## src/rtl/rtc_pkg.sv

```systemverilog
package rtc_pkg;

  localparam int NUM_FIELDS = 8;
  localparam logic [5:0] ADR_CMD = 6'h0B;
  localparam logic [5:0] ADR_MON = 6'h09;

  localparam int F_HUND = 0;
  localparam int F_SEC  = 1;
  localparam int F_MIN  = 2;
  localparam int F_HOUR = 3;
  localparam int F_DOW  = 4;
  localparam int F_DATE = 5;
  localparam int F_MON  = 6;
  localparam int F_YEAR = 7;

  typedef struct packed {
    logic [7:0] hund;
    logic [7:0] sec;
    logic [7:0] min;
    logic [7:0] hour;
    logic [2:0] dow;
    logic [5:0] date;
    logic [4:0] mon;
    logic [7:0] year;
  } rtc_time_t;

  localparam rtc_time_t TIME_RESET = '{hund: 8'h00, sec: 8'h00, min: 8'h00,
                                      hour: 8'h00, dow: 3'd1, date: 6'h01,
                                      mon: 5'h01, year: 8'h00};

  function automatic logic [5:0] field_addr(input int idx);
    case (idx)
      F_HUND:  return 6'h00;
      F_SEC:   return 6'h01;
      F_MIN:   return 6'h02;
      F_HOUR:  return 6'h04;
      F_DOW:   return 6'h06;
      F_DATE:  return 6'h08;
      F_MON:   return 6'h09;
      default: return 6'h0A;
    endcase
  endfunction

  function automatic logic [7:0] get_field(input rtc_time_t t, input int idx);
    case (idx)
      F_HUND:  return t.hund;
      F_SEC:   return t.sec;
      F_MIN:   return t.min;
      F_HOUR:  return t.hour;
      F_DOW:   return {5'b0, t.dow};
      F_DATE:  return {2'b0, t.date};
      F_MON:   return {3'b0, t.mon};
      default: return t.year;
    endcase
  endfunction

  function automatic rtc_time_t put_field(input rtc_time_t t, input int idx,
                                          input logic [7:0] v);
    rtc_time_t r;
    r = t;
    case (idx)
      F_HUND:  r.hund = v;
      F_SEC:   r.sec  = {1'b0, v[6:0]};
      F_MIN:   r.min  = {1'b0, v[6:0]};
      F_HOUR:  r.hour = {1'b0, v[6:0]};
      F_DOW:   r.dow  = v[2:0];
      F_DATE:  r.date = v[5:0];
      F_MON:   r.mon  = v[4:0];
      default: r.year = v;
    endcase
    return r;
  endfunction

  function automatic logic [7:0] bcd_inc(input logic [7:0] v);
    logic [3:0] lo, hi;
    if (v[3:0] >= 4'd9) begin
      lo = 4'd0;
      hi = (v[7:4] >= 4'd9) ? 4'd0 : v[7:4] + 4'd1;
    end else begin
      lo = v[3:0] + 4'd1;
      hi = v[7:4];
    end
    return {hi, lo};
  endfunction

  // Tens digit contributes 10*t, which is 2*t modulo 4.
  function automatic logic is_leap(input logic [7:0] y);
    if (y[4]) return (y[3:0] == 4'd2) || (y[3:0] == 4'd6);
    else      return (y[3:0] == 4'd0) || (y[3:0] == 4'd4) || (y[3:0] == 4'd8);
  endfunction

  function automatic logic [5:0] last_day(input logic [4:0] m, input logic [7:0] y);
    case (m)
      5'h02:                      return is_leap(y) ? 6'h29 : 6'h28;
      5'h04, 5'h06, 5'h09, 5'h11: return 6'h30;
      default:                    return 6'h31;
    endcase
  endfunction

endpackage

```

## src/rtl/rtc_reset_sync.sv

```systemverilog
module rtc_reset_sync #(
  parameter int STAGES = 2
) (
  input  logic clk,
  input  logic rst_n,
  output logic rst_sync_n
);
  logic [STAGES-1:0] sync_q;

  always_ff @(posedge clk or negedge rst_n) begin
    if (!rst_n) sync_q <= '0;
    else        sync_q <= {sync_q[STAGES-2:0], 1'b1};
  end

  assign rst_sync_n = sync_q[STAGES-1];
endmodule

```

## src/rtl/rtc_time_step.sv

```systemverilog
module rtc_time_step
  import rtc_pkg::*;
(
  input  rtc_time_t cur_i,
  input  logic      advance_i,
  output rtc_time_t nxt_o,
  output logic      wrap_o
);
  logic       c_min, c_hr, c_day, c_mon, c_yr;
  logic [7:0] h8;

  always_comb begin
    nxt_o  = cur_i;
    wrap_o = advance_i && (cur_i.hund == 8'h99);
    c_min  = 1'b0;
    c_hr   = 1'b0;
    c_day  = 1'b0;
    c_mon  = 1'b0;
    c_yr   = 1'b0;
    h8     = 8'h00;

    if (advance_i) nxt_o.hund = bcd_inc(cur_i.hund);

    if (wrap_o) begin
      c_min     = (cur_i.sec == 8'h59);
      nxt_o.sec = c_min ? 8'h00 : bcd_inc(cur_i.sec);
    end

    if (c_min) begin
      c_hr      = (cur_i.min == 8'h59);
      nxt_o.min = c_hr ? 8'h00 : bcd_inc(cur_i.min);
    end

    if (c_hr) begin
      if (cur_i.hour[6]) begin
        // 12-hour: bit 5 PM, bits 4:0 hold 01..12
        h8 = bcd_inc({3'b0, cur_i.hour[4:0]});
        if (cur_i.hour[4:0] == 5'h12) begin
          nxt_o.hour = {2'b01, cur_i.hour[5], 5'h01};
        end else if (cur_i.hour[4:0] == 5'h11) begin
          nxt_o.hour = {2'b01, ~cur_i.hour[5], 5'h12};
          c_day      = cur_i.hour[5];
        end else begin
          nxt_o.hour = {2'b01, cur_i.hour[5], h8[4:0]};
        end
      end else begin
        h8 = bcd_inc({2'b0, cur_i.hour[5:0]});
        if (cur_i.hour[5:0] == 6'h23) begin
          nxt_o.hour = 8'h00;
          c_day      = 1'b1;
        end else begin
          nxt_o.hour = {2'b00, h8[5:0]};
        end
      end
    end

    if (c_day) begin
      nxt_o.dow = (cur_i.dow >= 3'd7) ? 3'd1 : cur_i.dow + 3'd1;
      c_mon     = (cur_i.date == last_day(cur_i.mon, cur_i.year));
      h8        = bcd_inc({2'b0, cur_i.date});
      nxt_o.date = c_mon ? 6'h01 : h8[5:0];
    end

    if (c_mon) begin
      c_yr      = (cur_i.mon == 5'h12);
      h8        = bcd_inc({3'b0, cur_i.mon});
      nxt_o.mon = c_yr ? 5'h01 : h8[4:0];
    end

    if (c_yr) nxt_o.year = bcd_inc(cur_i.year);
  end
endmodule

```

## src/rtl/rtc_host_regs.sv

```systemverilog
module rtc_host_regs
  import rtc_pkg::*;
#(
  parameter int   ADDR_W           = 6,
  parameter logic OSC_OFF_AT_RESET = 1'b1
) (
  input  logic              clk,
  input  logic              rst_n,
  input  logic              wr_i,
  input  logic [ADDR_W-1:0] addr_i,
  input  logic [7:0]        wdata_i,
  input  rtc_time_t         int_adv_i,
  output rtc_time_t         int_d_o,
  output rtc_time_t         host_q_o,
  output logic              te_o,
  output logic              osc_off_o,
  output logic [7:0]        rdata_o
);
  localparam logic [ADDR_W-1:0] CMD_A = ADDR_W'(ADR_CMD);
  localparam logic [ADDR_W-1:0] MON_A = ADDR_W'(ADR_MON);

  rtc_time_t             host_q, host_d, host_new, int_d;
  logic [NUM_FIELDS-1:0] wr_hit, take, dirty_q, dirty_d;
  logic                  te_q, te_d, osc_off_q, osc_off_d, ubit_q, ubit_d;
  logic                  cmd_hit, resume, host_en;

  for (genvar i = 0; i < NUM_FIELDS; i++) begin : g_field
    assign wr_hit[i]  = wr_i && (addr_i == ADDR_W'(field_addr(i)));
    assign take[i]    = (wr_hit[i] && te_q) || (resume && dirty_q[i]);
    assign dirty_d[i] = resume ? 1'b0 : ((wr_hit[i] && !te_q) ? 1'b1 : dirty_q[i]);
  end

  assign cmd_hit   = wr_i && (addr_i == CMD_A);
  assign resume    = cmd_hit && wdata_i[7] && !te_q;
  assign te_d      = cmd_hit ? wdata_i[7] : te_q;
  assign osc_off_d = wr_hit[F_MON] ? wdata_i[7] : osc_off_q;
  assign ubit_d    = wr_hit[F_MON] ? wdata_i[6] : ubit_q;
  assign host_en   = te_q || resume || (|wr_hit);

  always_comb begin
    host_new = host_q;
    for (int i = 0; i < NUM_FIELDS; i++)
      if (wr_hit[i]) host_new = put_field(host_new, i, wdata_i);
  end

  always_comb begin
    int_d = int_adv_i;
    for (int i = 0; i < NUM_FIELDS; i++)
      if (take[i]) int_d = put_field(int_d, i, get_field(host_new, i));
  end

  assign host_d = (te_q || resume) ? int_d : host_new;

  always_ff @(posedge clk or negedge rst_n) begin
    if (!rst_n) begin
      host_q    <= TIME_RESET;
      dirty_q   <= '0;
      te_q      <= 1'b1;
      osc_off_q <= OSC_OFF_AT_RESET;
      ubit_q    <= 1'b0;
    end else begin
      if (host_en) host_q <= host_d;
      dirty_q   <= dirty_d;
      te_q      <= te_d;
      osc_off_q <= osc_off_d;
      ubit_q    <= ubit_d;
    end
  end

  always_comb begin
    rdata_o = 8'h00;
    for (int i = 0; i < NUM_FIELDS; i++)
      if (addr_i == ADDR_W'(field_addr(i))) rdata_o = get_field(host_q, i);
    if (addr_i == MON_A) rdata_o[7:6] = {osc_off_q, ubit_q};
    if (addr_i == CMD_A) rdata_o = {te_q, 7'b0};
  end

  assign int_d_o   = int_d;
  assign host_q_o  = host_q;
  assign te_o      = te_q;
  assign osc_off_o = osc_off_q;
endmodule

```

## src/rtl/bcd_rtc_core.sv

```systemverilog
module bcd_rtc_core
  import rtc_pkg::*;
#(
  parameter int   ADDR_W           = 6,
  parameter logic OSC_OFF_AT_RESET = 1'b1
) (
  input  logic              clk,
  input  logic              rst_n,
  input  logic              tick_i,
  input  logic              reg_wr_i,
  input  logic [ADDR_W-1:0] reg_addr_i,
  input  logic [7:0]        reg_wdata_i,
  output logic [7:0]        reg_rdata_o,
  output logic              rollover_o
);
  logic      rst_sync_n, te_q, osc_off_q, advance, wrap, roll_q;
  rtc_time_t int_q, int_adv, int_d, host_q;

  rtc_reset_sync #(.STAGES(2)) u_rst (
    .clk(clk), .rst_n(rst_n), .rst_sync_n(rst_sync_n)
  );

  assign advance = tick_i && !osc_off_q;

  rtc_time_step u_step (
    .cur_i(int_q), .advance_i(advance), .nxt_o(int_adv), .wrap_o(wrap)
  );

  rtc_host_regs #(.ADDR_W(ADDR_W), .OSC_OFF_AT_RESET(OSC_OFF_AT_RESET)) u_regs (
    .clk(clk), .rst_n(rst_sync_n), .wr_i(reg_wr_i), .addr_i(reg_addr_i),
    .wdata_i(reg_wdata_i), .int_adv_i(int_adv), .int_d_o(int_d),
    .host_q_o(host_q), .te_o(te_q), .osc_off_o(osc_off_q), .rdata_o(reg_rdata_o)
  );

  always_ff @(posedge clk or negedge rst_sync_n) begin
    if (!rst_sync_n) begin
      int_q  <= TIME_RESET;
      roll_q <= 1'b0;
    end else begin
      int_q  <= int_d;
      roll_q <= wrap;
    end
  end

  assign rollover_o = roll_q;
endmodule

```

## config.mk

```make
export PLATFORM = sky130hd
export DESIGN_NAME = bcd_rtc_core
export DESIGN_NICKNAME = d
export VERILOG_FILES = /design/src/rtl/rtc_pkg.sv /design/src/rtl/rtc_reset_sync.sv /design/src/rtl/rtc_time_step.sv /design/src/rtl/rtc_host_regs.sv /design/src/rtl/bcd_rtc_core.sv
export SDC_FILE = /design/constraint.sdc
export NUM_CORES = 1
export LEC_CHECK = 0
export ABC_AREA = 1
export BUFFER_PORTS_ARGS = -buffer_cell sky130_fd_sc_hd__buf_2
export CAP_MARGIN = 20
export CORE_MARGIN = 10
export CORE_UTILIZATION = 35
export CTS_CLUSTER_SIZE = 8
export DETAILED_ROUTE_END_ITERATION = 10
export GPL_TIMING_DRIVEN = 0
export PLACE_DENSITY_LB_ADDON = 0.2
export REMOVE_ABC_BUFFERS = 1
export SKIP_CTS_REPAIR_TIMING = 1
export SYNTH_ARGS = -nofsm -noshare
export SYNTH_HDL_FRONTEND = slang
export SYNTH_HIERARCHICAL = 1
export SYNTH_SLANG_ARGS = --single-unit
```

## constraint.sdc

```tcl
create_clock -name clk -period 4.5 [get_ports clk]
set_clock_uncertainty 0.2 [all_clocks]
set_input_delay 0.225 -clock clk [delete_from_list [all_inputs] [get_ports clk]]
set_output_delay 0.225 -clock clk [all_outputs]
set_load 0.01 [all_outputs]
```

==> results of run 1 <==
-- sequential cells by signal (all words and copies together) (netlist names) --
name	cells
u_regs/te_o	1
u_regs/ubit_q	1
rollover_o	1
u_regs/osc_off_o	1
u_regs/dirty_q	8
u_rst/sync_q	2
int_q	54
u_regs/host_q_o	54
-- synthesized netlist by cell type (3+ instances only) --
library cell | instances | area [um^2]
nand2_4 | 11 | 124
nor4_1 | 4 | 25.0
nor2_2 | 10 | 62.6
dfrtp_1 | 114 | 2850
o21ai_0 | 58 | 290
nor3_1 | 6 | 30.0
nand2_2 | 6 | 37.5
nor2_1 | 49 | 184
o21ai_1 | 38 | 190
or2_2 | 33 | 206
or2_1 | 3 | 18.8
nand2_1 | 315 | 1180
dfstp_2 | 8 | 210
nand3_4 | 4 | 70.1
o221ai_1 | 3 | 26.3
o22ai_1 | 7 | 43.8
a211oi_1 | 3 | 22.5
or2_0 | 7 | 43.8
inv_1 | 195 | 732
buf_4 | 4 | 30.0
ha_1 | 41 | 513
nand3_1 | 159 | 796
nand4_4 | 8 | 170
and2_1 | 51 | 319
nand3_2 | 9 | 90.1
buf_2 | 9 | 45.0
nand4_1 | 16 | 100
nor2_4 | 10 | 113
inv_2 | 10 | 37.5
clkbuf_1 | 5 | 18.8
buf_6 | 10 | 113
a21oi_1 | 25 | 125
a31oi_1 | 4 | 25.0
xor2_1 | 11 | 96.3
-- critical path, cell delays in order (launching register included) --
cell and delay [ns]:
dfrtp_1 0.42, inv_1 0.11, ha_1 0.14, inv_1 0.05, nor4_1 0.38, ha_1 0.23, nand2_1 0.05, nand2_1 0.06
nand2_1 0.11, nor2_2 0.48, inv_1 0.20, nor2_4 0.25, nand2_1 0.07, o21ai_0 0.08, inv_1 0.06, nand3_1 0.09
nand3_1 0.09, nand2_1 0.11
-- final timing paths --
check / from / endpoint
min: u_rst/sync_q[1]$_DFF_PN0_ / int_q[6]$_DFF_PN0_
max: int_q[23]$_DFF_PN0_ / u_regs/host_q_o[9]$_DFFE_PN0P_
min in group clk: reg_wdata_i[6] / u_regs/ubit_q$_DFFE_PN0P_
min reg2reg: u_rst/sync_q[1]$_DFF_PN0_ / int_q[6]$_DFF_PN0_
max in group asynchronous: u_rst/sync_q[1]$_DFF_PN0_ / int_q[19]$_DFF_PN1_
max reg2reg: int_q[23]$_DFF_PN0_ / u_regs/host_q_o[9]$_DFFE_PN0P_
-- kinds of logic after synthesis --
group / after synthesis / synth area share (%)
other: 1 / 0.0410
buffers and inverters: 236 / 10.9
multiplexers: 2 / 0.246
AO/OA/AOI/OAI: 144 / 8.44
flip-flops: 122 / 33.5
adder cells (fa/ha/maj): 41 / 5.61
XOR/XNOR: 13 / 1.24
AND/OR/NAND/NOR: 707 / 40.0
-- power by group --
| part | internal [mW] | switching (mW) | leakage [nW] | total (mW) |
|---|---|---|---|---|
| Sequential | 1.38 | 0.222 | 1.42 | 1.60 |
| Combinational | 0.506 | 0.799 | 3.67 | 1.30 |
| Clock | 0.928 | 0.501 | 0.297 | 1.43 |
| Total | 2.81 | 1.52 | 5.39 | 4.33 |
-- layer usage --
| layer | up-vias | part of all wire (%) | track usage, % |
|---|---|---|---|
| met5 | - | 0.029 | 0 |
| met4 | 2 | 1.5 | 3.74 |
| met3 | 27 | 3.4 | 2.35 |
| met2 | 125 | 45 | 22.6 |
| met1 | 3732 | 50 | 20.7 |
| li1 | 4069 | - | - |
-- through the flow --
step | setup WS (ns) | std cells
after global placement | -1.21 | 1597
after floorplan | 0.663 | 1236
final | 1.25 | 1633
after detailed placement | 1.06 | 1599
after CTS | 1.24 | 1631
after global routing | 0.886 | 1633
-- area by class of cell --
cell class              count  share of cell area (%)
clock buffers              25                    4.87
clock inverters             7                    1.11
inverters                 206                    7.61
multi-input cells         908                    50.1
flip-flops and latches    122                    30.2
well taps                 335                    4.12
repair buffers             30                    2.02
==> flow_metrics.tcl, run 1 <==
set metrics [dict create \
    grt_pass1_wl_um 39500 \
    synth_area_um2 9150 \
    start_util_pct 35.3 \
    final.period_utilization_pct 72.3 \
    root_buffer "clkbuf_16" \
    die_x_um 182 \
    relSlewSlack_pct 32.5 \
    cp-start-kind "flip-flop" \
    fin_crit_ns 3.25 \
    finalWirelength_um 24100 \
    area_growth_pct 11.1 \
    p_per_area_nw_per_um2 426 \
    grt_max_degree 99 \
    worst-r2r-setup-slack_ns 1.25 \
    fin_area_um2 10200 \
    ys_warn_count 6 \
    max-vdd-ir-drop_mv 0.284 \
    critPathKind "reg2reg" \
    reg2regPathDepth 17 \
    wl_per_cell_um 14.7 \
    report.power.total_mw 4.33 \
    layout_common_cells "nand2_1 (315), inv_1 (195), nand3_1 (159)" \
    io_buffers 26 \
    grt_remaining_overflow 0 \
    ys_async_sr_fraction_pct 100 \
    grt_pass1_vias 7560 \
    setup_viol 0 \
    multi_input_area_um2 5090 \
    diodes 0 \
    place_area_um2 9540 \
    clk_pin_slew_worst_paths_ns 0.06 \
    tns_ns 0 \
    nets 1344 \
    antenna_found_initial 1 \
    status "finished, final reports clean" \
    yosys_register_bits 122 \
    p_leak_nw 5.39 \
    drtIter0Drc 634 \
    fp.dieH_um 182 \
    dieArea_um2 33000 \
    cts_buffers 17 \
    finalMaxSlewViolations 0 \
    final.fill_count 2750 \
    remaining_drc_errors 0 \
    vias 7955 \
    synth_area_per_cell_um2 7.23 \
    seq_area_frac_synth_pct 33.5 \
    hpwlAfterDp_um 17900 \
    worst_pin_slew_ns 1.01 \
    core_area_um2 25900 \
    num_rows 59 \
    clock-sinks 122 \
    hold_class "reg2async" \
    ios 27 \
    drive_above_1_share_pct 13.4 \
    rsz0062_at_grt "no" \
    cp.arrival_ns 3.40 \
    vias_per_cell 4.87 \
    final_util_pct 39.2 \
    htree_levels 4 \
    cts_tree "yes" \
    fmax_mhz 307 \
    synth_edf_count 0 \
    ant_nets 0 \
    synth_cell_type_count 49 \
    syn_inst 1266 \
    drt_pass1_iterations 5 \
    grt_use_total_pct 14.6 \
    routabilityCongestion 0.855 \
    end_kind "flip-flop" \
    ff_latch_area_um2 3070 \
    cts.path.max_buffers 2 \
    hold_violations 0 \
    layout_commonest_cell "nand2_1" \
    critPathRequiredTime_ns 4.64 \
    synthFlopType "dfrtp_1" \
    clk_latency_ns 0.42 \
    maxCapViolations 0 \
    worstPathMaxFanout 11 \
    hold_slack_ns 0.00579 \
]
No activity file was read; power rests on OpenSTA's default activity.
==> run 2, diff against run 1 <==
Clock period 4.5 ns to 2.95 ns, I/O delays scaled along.
==> run 2 against run 1 <==
Against the previous run:
- the flow now finishes with violations (hold timing)
- count of clock-buffer cells in the layout stayed put
- global-route usage stayed put
- largest power group unchanged
- sequential cell count stayed put
- sequential share of layout area is 0.34 points lower
- non-clock buffer count is 4 higher
- register-to-register slack worse by 1.1 ns
- routed wire length is 1.8% higher
- utilization is 0.44 points higher
==> flow_metrics.tcl, run 2 (synthesized netlist as in run 1, its figures left out) <==
set metrics [dict create \
    status "finished, violations left" \
    violations "hold timing" \
    drtIter0Drc 579 \
    diodes 0 \
    drt_pass1_iterations 5 \
    core_area_um2 25900 \
    end_kind "flip-flop" \
    grt_pass1_vias 7560 \
    wl_per_cell_um 15.0 \
    maxCapViolations 0 \
    worst_pin_slew_ns 1.02 \
    fin_crit_ns 2.77 \
    cts_buffers 17 \
    ant_nets 0 \
    grt_max_degree 99 \
    num_rows 59 \
    final_util_pct 39.7 \
    worst-r2r-setup-slack_ns 0.18 \
    clk_pin_slew_worst_paths_ns 0.06 \
    die_x_um 182 \
    dieArea_um2 33000 \
    max-vdd-ir-drop_mv 0.438 \
    setup_viol 0 \
    htree_levels 4 \
    cp-startpoint "int_q[47]$_DFF_PN0_" \
    critPathBufInv 3 \
    io_buffers 26 \
    grt_pass1_wl_um 39500 \
    worstPathMaxFanout 8 \
    remaining_drc_errors 0 \
    grt_use_total_pct 14.6 \
    vias_per_cell 4.89 \
    antenna_found_initial 1 \
    crit_path_max_incr_delay_ns 0.39 \
    reg2reg_from "int_q[47]$_DFF_PN0_" \
    hpwlAfterDp_um 17900 \
    reg2regPathDepth 13 \
    drive_above_1_share_pct 14.1 \
    cts.path.max_buffers 2 \
    hold_class "in2reg" \
    final.period_utilization_pct 93.8 \
    worstPathCellList "inv_1, ha_2, nand3_2, nor3_4, nand3_4, nor2_4, buf_12, nand4_4, nand2_1, nand2_1, inv_1, nand3_1, and2_1" \
    routabilityCongestion 0.855 \
    r2r_end "int_q[5]$_DFF_PN0_" \
    worst_hold_startpoint "reg_wdata_i[6]" \
    critPathKind "reg2reg" \
    grt_remaining_overflow 0 \
    critPathSlowestCell "dfrtp_1" \
    finalMaxSlewViolations 0 \
    layout_commonest_cell "nand2_1" \
    hold_depth 2 \
    area_growth_pct 12.4 \
    hold_violations 1 \
    critPathTopFamily "simple AND/OR/NAND/NOR gates" \
    p_per_area_nw_per_um2 647 \
    hold_slack_ns -0.0131 \
    fp.dieH_um 182 \
    cp-start-kind "flip-flop" \
    cts_tree "yes" \
    vias 8009 \
    p_leak_nw 5.43 \
    root_buffer "clkbuf_16" \
    place_area_um2 9540 \
    clk_latency_ns 0.42 \
    relSlewSlack_pct 31.7 \
    critPathRequiredTime_ns 3.06 \
    clock-sinks 122 \
    finalWirelength_um 24500 \
    min_to "u_regs/ubit_q$_DFFE_PN0P_" \
    cp.arrival_ns 2.87 \
    start_util_pct 35.3 \
    fin_area_um2 10300 \
    layout_common_cells "nand2_1 (314), inv_1 (195), nand3_1 (158)" \
    nets 1349 \
    tns_ns 0 \
    fmax_mhz 361 \
    ios 27 \
]
-- run 2: cell types whose count changed in the layout (fill, tap and decap cells not counted), sizes merged --
cell,before,now
nand2,332,333
buf,28,32
-- run 2: final cells by class --
class | count | area [um^2]
Fill cell | 2745 | 15600
Clock inverter | 7 | 113
Multi-Input combinational cell | 909 | 5170
Inverter | 206 | 773
Timing Repair Buffer | 34 | 248
Sequential cell | 122 | 3070
Tap cell | 335 | 419
Clock buffer | 25 | 495
-- run 2: metal layers --
| metal | vias up | share of wire [%] | global-route usage, % |
|---|---|---|---|
| met5 | - | 0.029 | 0 |
| met4 | 2 | 1.3 | 3.74 |
| met3 | 25 | 4.0 | 2.35 |
| met2 | 133 | 45 | 22.6 |
| met1 | 3774 | 49 | 20.7 |
| li1 | 4075 | - | - |
-- run 2: power breakdown --
part | switching, mW | total, mW | internal [mW]
Sequential | 0.343 | 2.45 | 2.11
Combinational | 1.24 | 2.02 | 0.776
Clock | 0.768 | 2.18 | 1.42
Total | 2.35 | 6.65 | 4.30
-- run 2: stage by stage --
step,hold WS [ns],std cells,total power [mW],worst slack (ns)
6_report,-0.0131,1638,6.65,0.183
5_1_grt,0.00268,1638,7.17,-0.00994
4_1_cts,-0.716,1631,6.67,-0.314
3_5_place_dp,-0.266,1599,4.46,-0.414
3_3_place_gp,-0.267,1597,4.43,-2.76
2_1_floorplan,-0.348,1236,3.91,-0.887
-- run 2: how the worst max path moves through the flow --
| stage | end | slack (ns) | cells past startpoint |
|---|---|---|---|
| floorplan | int_q[0]$_DFF_PN0_ | -0.89 | 0 |
| detailed placement | u_regs/host_q_o[45]$_DFFE_PN0P_ | -0.41 | 8 |
| finish | int_q[5]$_DFF_PN0_ | 0.18 | 13 |
| CTS | u_regs/host_q_o[45]$_DFFE_PN0P_ | -0.31 | 5 |
| global placement | int_q[30]$_DFF_PN0_ | -2.76 | 0 |
| global route | u_regs/host_q_o[0]$_DFFE_PN0P_ | -0.01 | 14 |
-- run 2: worst register-to-register path, delay by kind of cell, from the launching register on --
kind,cells,cell delay (ns)
flip-flops,1,0.39
AND/OR/NAND/NOR,9,1.54
adder cells (fa/ha/maj),1,0.23
buffers and inverters,3,0.30
==> run 3, diff against run 2 <==
Clock period 2.95 ns to 2.5 ns, I/O delays scaled along.
==> run 3 against run 2 <==
Against the previous run:
- the flow finishes with violations (setup timing)
- critical path depth is the same
- sequential share of layout area is 1.4 points lower
- sequential power grew 19%
==> flow_metrics.tcl, run 3 (synthesized netlist as in run 1, its figures left out) <==
set metrics [dict create \
    status "finished, violations left" \
    violations "setup timing" \
    ant_nets 0 \
    nets 1377 \
    grt_max_degree 99 \
    max-vdd-ir-drop_mv 0.523 \
    clock-sinks 122 \
    num_rows 59 \
    maxCapViolations 0 \
    hold_violations 0 \
    dpl_worst_slack_ns -0.841 \
    cts_buffers 17 \
    antenna_found_initial 1 \
    grt_pass1_vias 7560 \
    p_per_area_nw_per_um2 745 \
    finalWirelength_um 25100 \
    met3_length_um 892 \
    clk_pin_slew_worst_paths_ns 0.06 \
    relSlewSlack_pct 56.2 \
    dp.cells 1599 \
    layout_commonest_cell "nand2_1" \
    highest_layer "met5" \
    instances_no_fill 1666 \
    wl_per_cell_um 15.0 \
    fp.dieH_um 182 \
    drt_pass1_iterations 5 \
    hold_class "reg2async" \
    critPathSlowestCell "dfrtp_1" \
    cts.path.max_buffers 2 \
    routabilityCongestion 0.855 \
    fin_crit_ns 2.73 \
    die_x_um 182 \
    dieArea_um2 33000 \
    cp.arrival_ns 2.85 \
    setup_ws_ns -0.234 \
    critPathKind "reg2reg" \
    met1Wirelength_um 12400 \
    worstPathMaxFanout 8 \
    rsz0062_at_grt "yes" \
    cp-start-kind "flip-flop" \
    drive_above_1_share_pct 21.2 \
    io_buffers 26 \
    final.period_utilization_pct 109 \
    remaining_drc_errors 0 \
    worstPathCellList "inv_2, ha_4, nand3_2, nor3_4, nand3_4, nor2_4, buf_12, nand4_4, nand2_1, nand2_1, inv_1, nand3_2, and2_4" \
    diodes 0 \
    drtIter0Drc 595 \
    setup_viol 29 \
    clk_latency_ns 0.42 \
    grt_pass1_wl_um 39500 \
    htree_levels 4 \
    fmax_mhz 366 \
    grt_remaining_overflow 0 \
    end_kind "flip-flop" \
    worst_pin_slew_ns 0.657 \
    start_util_pct 35.3 \
    vias 8151 \
    ios 27 \
    root_buffer "clkbuf_16" \
    layout_common_cells "nand2_1 (301), inv_1 (183), nand3_1 (131)" \
    route.met2.wl_um 11500 \
    finalMaxSlewViolations 0 \
    crit_path_max_incr_delay_ns 0.40 \
    cts_tree "yes" \
    core_area_um2 25900 \
    critPathRequiredTime_ns 2.62 \
    p_leak_nw 5.69 \
    area_growth_pct 17.9 \
    grt_use_total_pct 14.6 \
    vias_per_cell 4.89 \
    hpwlAfterDp_um 17900 \
]
==> run 3: power by group <==
part | total (mW) | switching (mW) | leakage, nW | internal [mW]
sequential | 2.91 | 0.423 | 1.42 | 2.49
clock | 2.58 | 0.913 | 0.297 | 1.67
combinational | 2.55 | 1.53 | 3.97 | 1.02
==> run 3: worst max-delay path: cells and delay by family (launching register included) <==
kind | cells | cell delay (ns)
buffers and inverters | 3 | 0.31
and+or+nand+nor | 9 | 1.53
adders and majority gates | 1 | 0.16
DFF | 1 | 0.40
==> run 3: routing by layer <==
| layer | vias to the layer above | track usage [%] |
|---|---|---|
| li1 | 4142 | - |
| met5 | - | 0 |
| met2 | 123 | 22.6 |
| met4 | 2 | 3.74 |
| met3 | 25 | 2.35 |
| met1 | 3859 | 20.7 |
==> run 3: final cells by class <==
type                            instances  area [um^2]
Clock buffer                           25          495
Clock inverter                          7          113
Fill cell                            2678        15100
Inverter                              206          779
Multi-Input combinational cell        909         5450
Sequential cell                       122         3070
Tap cell                              335          419
Timing Repair Buffer                   62          472
==> run 3: metrics by stage <==
stage	utilization [%]	TNS (ns)	total power, mW	instance area [um^2]	hold slack (ns)
final	41.7	-4.54	8.04	10800	0.00913
after global routing	41.7	-11.82	8.65	10800	0.0313
after CTS	39.2	-36.47	7.88	10100	-0.738
after detailed placement	36.8	-39.54	5.26	9540	-0.288
after global placement	36.6	-437.98	5.23	9480	-0.289
after floorplan	-	-157.59	4.62	8930	-0.371
==> run 3: path summary, 6_finish.rpt <==
check / from / endpoint / slack (ns) / cells past startpoint
max: int_q[47]$_DFF_PN0_ / int_q[6]$_DFF_PN0_ / -0.23 / 13
min: u_rst/sync_q[1]$_DFF_PN0_ / int_q[5]$_DFF_PN0_ / 0.009 / 0
max reg2reg: int_q[47]$_DFF_PN0_ / int_q[6]$_DFF_PN0_ / -0.23 / 13
min reg2reg: u_rst/sync_q[1]$_DFF_PN0_ / int_q[5]$_DFF_PN0_ / 0.009 / 0
max in group asynchronous: u_rst/sync_q[1]$_DFF_PN0_ / int_q[19]$_DFF_PN1_ / 1.16 / 2
min in group clk: reg_wdata_i[0] / u_regs/host_q_o[0]$_DFFE_PN0P_ / 0.02 / 5
